### config.mk
export PLATFORM = sky130hd
export DESIGN_NAME = pdn_sequencer
export DESIGN_NICKNAME = d
export VERILOG_FILES = /design/src/rtl/pdn_pkg.sv /design/src/rtl/pdn_sync.sv /design/src/rtl/pdn_fsm.sv /design/src/rtl/pdn_guard.sv /design/src/rtl/pdn_sequencer.sv
export SDC_FILE = /design/constraint.sdc
export NUM_CORES = 1
export LEC_CHECK = 0
export BUFFER_PORTS_ARGS = -buffer_cell sky130_fd_sc_hd__buf_4
export CAP_MARGIN = 5
export CORE_AREA = 2 2 39 41
export CTS_BUF_LIST = sky130_fd_sc_hd__clkbuf_16
export DETAILED_ROUTE_END_ITERATION = 7
export DIE_AREA = 0 0 41 43
export PLACE_DENSITY = 0.45
export SYNTH_ARGS = -nofsm -noshare
export SYNTH_HDL_FRONTEND = slang
export SYNTH_HIERARCHICAL = 1
export SYNTH_SLANG_ARGS = --single-unit
### constraint.sdc
create_clock -name clk -period 1.7 [get_ports clk]
set_clock_uncertainty 0.1 [all_clocks]
set_input_delay 0.17 -clock clk [delete_from_list [all_inputs] [get_ports clk]]
set_output_delay 0.17 -clock clk [all_outputs]
set_load 0.005 [all_outputs]
### src/rtl/pdn_pkg.sv
package pdn_pkg;

    typedef enum logic [1:0] {
        PS_AWAKE  = 2'd0,
        PS_ENTER  = 2'd1,
        PS_ASLEEP = 2'd2,
        PS_WAKE   = 2'd3
    } pdn_state_e;

    typedef struct packed {
        logic sleep;
        logic block;
        logic odis;
    } pdn_status_t;

    function automatic int cnt_width(input int a, input int b);
        int m;
        m = (a > b) ? a : b;
        return (m > 2) ? $clog2(m) : 1;
    endfunction

    function automatic pdn_status_t decode_status(input pdn_state_e st, input logic req);
        pdn_status_t s;
        s.sleep = (st == PS_ASLEEP);
        s.odis  = (st != PS_AWAKE);
        s.block = (st != PS_AWAKE) || req;
        return s;
    endfunction

endpackage

### src/rtl/pdn_sync.sv
module pdn_sync #(
    parameter int STAGES = 2
) (
    input  logic clk,
    input  logic rst,
    input  logic d_async,
    output logic q_sync
);
    logic [STAGES-1:0] chain;

    generate
        if (STAGES == 1) begin : g_single
            always_ff @(posedge clk) begin
                if (rst) chain <= '0;
                else     chain <= d_async;
            end
        end else begin : g_multi
            always_ff @(posedge clk) begin
                if (rst) chain <= '0;
                else     chain <= {chain[STAGES-2:0], d_async};
            end
        end
    endgenerate

    assign q_sync = chain[STAGES-1];
endmodule

### src/rtl/pdn_fsm.sv
module pdn_fsm
    import pdn_pkg::*;
#(
    parameter int ENTRY_CYC = 2,
    parameter int EXIT_CYC  = 2
) (
    input  logic       clk,
    input  logic       rst,
    input  logic       req_i,
    output pdn_state_e state_o
);
    localparam int CW = cnt_width(ENTRY_CYC, EXIT_CYC);
    localparam logic [CW-1:0] ENT_LD = CW'(ENTRY_CYC - 1);
    localparam logic [CW-1:0] EXT_LD = CW'(EXIT_CYC - 1);

    pdn_state_e    state, state_n;
    logic [CW-1:0] cnt, cnt_n;

    always_comb begin
        state_n = state;
        cnt_n   = cnt;
        unique case (state)
            PS_AWAKE: if (req_i) begin
                state_n = PS_ENTER;
                cnt_n   = ENT_LD;
            end
            PS_ENTER: begin
                if (cnt == '0) state_n = PS_ASLEEP;
                else           cnt_n   = cnt - 1'b1;
            end
            PS_ASLEEP: if (!req_i) begin
                state_n = PS_WAKE;
                cnt_n   = EXT_LD;
            end
            PS_WAKE: begin
                if (cnt == '0) state_n = PS_AWAKE;
                else           cnt_n   = cnt - 1'b1;
            end
            default: state_n = PS_AWAKE;
        endcase
    end

    always_ff @(posedge clk) begin
        if (rst) begin
            state <= PS_AWAKE;
            cnt   <= '0;
        end else begin
            state <= state_n;
            cnt   <= cnt_n;
        end
    end

    assign state_o = state;

    assert_enter_window_R3: assert property (@(posedge clk) disable iff (rst)
        ($past(state) == PS_ENTER && state != PS_ENTER) |-> $past(cnt) == '0);
    assert_sleep_via_enter_R3: assert property (@(posedge clk) disable iff (rst)
        (state == PS_ASLEEP && $past(state) != PS_ASLEEP) |-> $past(state) == PS_ENTER);
    assert_awake_via_wake_R4: assert property (@(posedge clk) disable iff (rst)
        (state == PS_AWAKE && $past(state) != PS_AWAKE) |-> ($past(state) == PS_WAKE && $past(cnt) == '0));
    assert_wake_needs_drop_R4: assert property (@(posedge clk) disable iff (rst)
        (state == PS_WAKE && $past(state) == PS_ASLEEP) |-> !$past(req_i));
endmodule

### src/rtl/pdn_guard.sv
module pdn_guard (
    input  logic clk,
    input  logic rst,
    input  logic block_i,
    input  logic sel_i,
    input  logic stb_a_i,
    input  logic stb_b_i,
    output logic viol_o
);
    logic attempt;
    logic viol_q;

    assign attempt = sel_i | stb_a_i | stb_b_i;

    always_ff @(posedge clk) begin
        if (rst) viol_q <= 1'b0;
        else     viol_q <= block_i & attempt;
    end

    assign viol_o = viol_q;

    assert_viol_cause_R7: assert property (@(posedge clk) disable iff (rst)
        viol_o |-> ($past(block_i) && ($past(sel_i) || $past(stb_a_i) || $past(stb_b_i))));
    assert_no_viol_open_R8: assert property (@(posedge clk) disable iff (rst)
        !$past(block_i) |-> !viol_o);
endmodule

### src/rtl/pdn_sequencer.sv
module pdn_sequencer
    import pdn_pkg::*;
#(
    parameter int SYNC_STAGES = 2,
    parameter int ENTRY_CYC   = 2,
    parameter int EXIT_CYC    = 2
) (
    input  logic clk,
    input  logic rst,
    input  logic pdn_req_async,
    input  logic sel_active,
    input  logic strobe_a,
    input  logic strobe_b,
    output logic sleep_o,
    output logic access_block_o,
    output logic out_disable_o,
    output logic violation_o
);
    logic        req_s;
    pdn_state_e  st;
    pdn_status_t stat;

    pdn_sync #(.STAGES(SYNC_STAGES)) i_sync (
        .clk(clk), .rst(rst), .d_async(pdn_req_async), .q_sync(req_s)
    );

    pdn_fsm #(.ENTRY_CYC(ENTRY_CYC), .EXIT_CYC(EXIT_CYC)) i_fsm (
        .clk(clk), .rst(rst), .req_i(req_s), .state_o(st)
    );

    assign stat = decode_status(st, req_s);

    pdn_guard i_guard (
        .clk(clk), .rst(rst), .block_i(stat.block),
        .sel_i(sel_active), .stb_a_i(strobe_a), .stb_b_i(strobe_b),
        .viol_o(violation_o)
    );

    assign sleep_o        = stat.sleep;
    assign access_block_o = stat.block;
    assign out_disable_o  = stat.odis;

    assert_sleep_gated_R5: assert property (@(posedge clk) disable iff (rst)
        $rose(sleep_o) |-> $past(out_disable_o));
    assert_block_before_sleep_R6: assert property (@(posedge clk) disable iff (rst)
        $rose(sleep_o) |-> $past(access_block_o));
endmodule

==> results.txt <==
----------------------------------------------------
[Hold path]
  Hold crit path type ... in -> reg
  Hold Path Depth ... 2
  Origin of the worst min-delay path ... rst
  Terminating pin of the worst hold path ... i_fsm/state_o[1]

[Floorplanning]
  Die area ... 1760 µm²
  Initial Utilization ... 23.1%
  Floorplan Core Area ... 1380 µm²
  Total I/O pin count ... 10
  Site row count ... 14
  Overall die width ... slightly above 40 µm
  Die span in y ... 43 µm

[Critical path]
  Crit-path cells ... inv_1 -> ha_1 -> mux2i_2 -> mux2i_1 -> nor2_1
  Worst R2R Start ... i_fsm/state_o[0]
  Launching element type of the critical path ... flop
  Worst endpoint data arrival time ... ~1500 ps
  Slowest stage delay, CP ... a little over 400 ps
  Worst path required time ... 1710 ps
  Largest fanout of any net on the critical path ... 7
  End of the worst register-to-register path ... i_fsm/cnt
  Register-to-Register Path Depth ... 5
  Start point of the critical path ... i_fsm/state_o[0]
  Worst setup EP type ... flop
  Type of the worst setup path ... reg -> reg
  Register-to-register setup slack ... roughly 220 ps
  Max stage delay cell, worst path ... sky130_fd_sc_hd__dfxtp_1

[Layout]
  N_diodes ... 0
  Post-layout utilization of the core ... between 30% and 40%
  Share of final-layout standard cells stronger than drive strength 1 ... 38.6%
  Syn-to-layout area delta ... 50.8%
  Final layout net count ... 56
  Filler cell count in the final layout ... approximately 150
  Final standard cell area without fillers ... roughly 480 µm²
  Layout Cells excl Fill ... 60

[Timing]
  Highest clock frequency the design can meet ... roughly 0.67 GHz
  Final Max Tran Viols ... 0
  Slew Limit Headroom ... approximately 83%
  Final Hold Viols ... 0
  Total negative setup slack ... 0 ps
  Final setup fails ... 0
  Portion of the clock cycle consumed by the worst path in the final layout ... 87.3%
  Slew @ Worst Pin ... ~250 ps
  Final Critical Period ... 1480 ps
  Unrepaired setup endpoints after global routing ... no

[Detailed routing]
  Post-route ant nets ... 0
  Routed length per placed instance ... roughly 9.5 µm
  Residual DRC count ... 0
  TritonRoute pass-1 iters ... 2
  Routed vias/inst ... ~4.3
  Iteration-0 DRC Markers ... 3
  Via count ... 260
  Total detailed-routing wirelength ... 568 µm

[Logic synthesis]
  Post-synth EDFFs ... 0
  Predominant post-synthesis flop cell ... sky130_fd_sc_hd__dfxtp_1
  Mux share of post-synthesis cell area ... 7.42%
  Leading post-synthesis cells by instance count ... sky130_fd_sc_hd__dfxtp_1, sky130_fd_sc_hd__ha_1, sky130_fd_sc_hd__nor2_1, sky130_fd_sc_hd__nor2b_1, sky130_fd_sc_hd__inv_1
  Combinational family with the most area after synthesis ... simple AND/OR/NAND/NOR gates
  Synth Area per Inst ... approximately 10 µm²
  Most used standard cell by instance count after synthesis ... sky130_fd_sc_hd__dfxtp_1
  Synth Area in Simple Gates ... 25.0%
  Post-synthesis sequential area ratio ... 37.5%
  Post-synthesis cell type count ... 19
  Post-synthesis adder-cell area fraction ... roughly 16%
  Flop and latch count out of synthesis ... 6
  Gate Count Post-Synth ... 32
  Yosys warns ... 6
  Area of the mapped netlist ... 320 µm²
  Xor/xnor cell area share of the yosys netlist ... 0%
  Most area-consuming cells after synthesis ... sky130_fd_sc_hd__dfxtp_1, sky130_fd_sc_hd__ha_1, sky130_fd_sc_hd__nor2b_1
  Total nets after synthesis ... 42
  Share of synthesized registers carrying an async set or reset ... 0%
  Cell taking the most area after synthesis ... sky130_fd_sc_hd__dfxtp_1
  Fraction of the mapped netlist area in compound gates ... 12.1%
  Share of Yosys cell area claimed by the top area cell type ... between 30 and 40%

[Clocking]
  Sink Count ... 6
  Maximum level of the CTS H-tree ... 1
  Max Root-Sink Buffers ... 2
  Number of setup buffers added after CTS ... 0
  Number of clock buffers inserted by TritonCTS ... 3
  Clock-pin slew reported for the worst setup and hold paths after clock tree synthesis ... 30 ps
  Total of cells resized after clock tree synthesis ... 0
  CTS Hold Bufs ... 0
  Clk root buf ... sky130_fd_sc_hd__clkbuf_16
  Insertion delay of the later-clocked pin in the worst-skew pair ... 220 ps
  TritonCTS clock tree ... yes

[GRT]
  GR Layer Usage met3 ... 7.85%
  GRT Total Usage ... 9.26%
  GR met2 Demand/Resource ... between 10% and 20%
  Global route hottest layer ... met2
  Antenna violations before repair ... 0
  Vias in the first global route ... between 200 and 300
  Global-route wire length before repair ... between 1000 and 1500 µm
  Gr ovfl total ... 0
  Largest net degree at the start of global routing ... 8
  Routing usage on met1 ... 10.0%

[Power]
  Standby leakage power ... 0.216 nW
  Pwr per Cell Area ... 1750 nW/µm²
  Worst supply voltage drop on vdd ... 804 µV

[Place]
  Number of port buffers ... 9
  Detailed Place HPWL ... 437 µm
  Final weighted congestion of routability-driven global placement ... between 0.7 and 0.8
  Number of cells after detailed placement ... 57
  Area after detailed placement ... 408 µm²

[Flow run]
  Number of maximum-capacitance violations ... 0

[Run status]
  Status ... completed

----------------------------------------------------
## report_power, final
| group | internal, mW | switching (mW) | leakage [nW] |
|---|---|---|---|
| combinational | 0.146 | 0.119 | 0.130 |
| clock | 0.301 | 0.0733 | 0.0370 |
| sequential | 0.175 | 0.0315 | 0.0494 |
| total | 0.622 | 0.224 | 0.216 |
## cell type report
cell class | instances | area [µm²] | share of cell area [%]
multi-input combinational | 24 | 193 | 39.9
clock buffer | 3 | 75.1 | 15.5
timing repair buffer | 9 | 67.6 | 14.0
sequential | 6 | 120 | 24.9
tap | 16 | 20.0 | 4.15
inverter | 2 | 7.51 | 1.55
## placed cells by master (no fill, tap or decap)
cell type                   n
sky130_fd_sc_hd__a211oi_1   1
sky130_fd_sc_hd__a21o_1     1
sky130_fd_sc_hd__a21oi_2    1
sky130_fd_sc_hd__a31oi_1    1
sky130_fd_sc_hd__buf_4      9
sky130_fd_sc_hd__clkbuf_16  3
sky130_fd_sc_hd__dfxtp_1    6
sky130_fd_sc_hd__ha_1       4
sky130_fd_sc_hd__inv_1      2
sky130_fd_sc_hd__mux2i_1    1
sky130_fd_sc_hd__mux2i_2    1
sky130_fd_sc_hd__nand2_1    1
sky130_fd_sc_hd__nand2b_1   1
sky130_fd_sc_hd__nand3_1    1
sky130_fd_sc_hd__nor2_1     3
sky130_fd_sc_hd__nor2b_1    3
sky130_fd_sc_hd__nor3_2     1
sky130_fd_sc_hd__nor3b_2    1
sky130_fd_sc_hd__o21ai_2    1
sky130_fd_sc_hd__or2_1      1
sky130_fd_sc_hd__or3_1      1
## per-layer routing
metal	vias to the layer above	routed length, µm
met5	-	0
met4	0	0
met3	0	52
met2	7	272
met1	120	243
li1	133	-
## cells by family after synthesis
kind of cell	Yosys count
AND/OR/NAND/NOR	13
adder cells (fa/ha/maj)	4
buffers and inverters	2
AO/OA/AOI/OAI	5
flip-flops	6
multiplexers	2
## worst max-delay path: cells and delay by family (launching register included)
family / cells / cell delay, ps
fa+ha+maj: 1 / 240
buf+inv: 1 / 90
flops: 1 / 410
mux: 2 / 470
simple gates: 1 / 50
## per-stage QoR
step | setup slack (ps) | hold WS (ps) | power [mW]
floorplan | 358 | 132 | 0.377
global placement | 286 | 286 | 0.465
detailed placement | 242 | 289 | 0.473
CTS | 215 | 55.0 | 0.857
global route | 106 | 67.4 | 0.901
finish | 216 | 55.4 | 0.846
## state kept, by name (all words and copies together), names as in the netlist
| name | count |
|---|---|
| i_guard/viol_o | 1 |
| i_fsm/cnt | 1 |
| i_fsm/state_o | 2 |
| i_sync/chain | 2 |
## worst max-delay path by stage
stage,endpoint,slack [ps],depth (start not counted)
3_5_place_dp,i_fsm/cnt,240,5
3_3_place_gp,i_fsm/cnt,290,5
2_1_floorplan,i_fsm/cnt,360,5
4_1_cts,i_fsm/cnt,210,5
5_1_grt,i_fsm/cnt,110,5
6_report,i_fsm/cnt,220,5
Power figures use the tool's default switching activity.
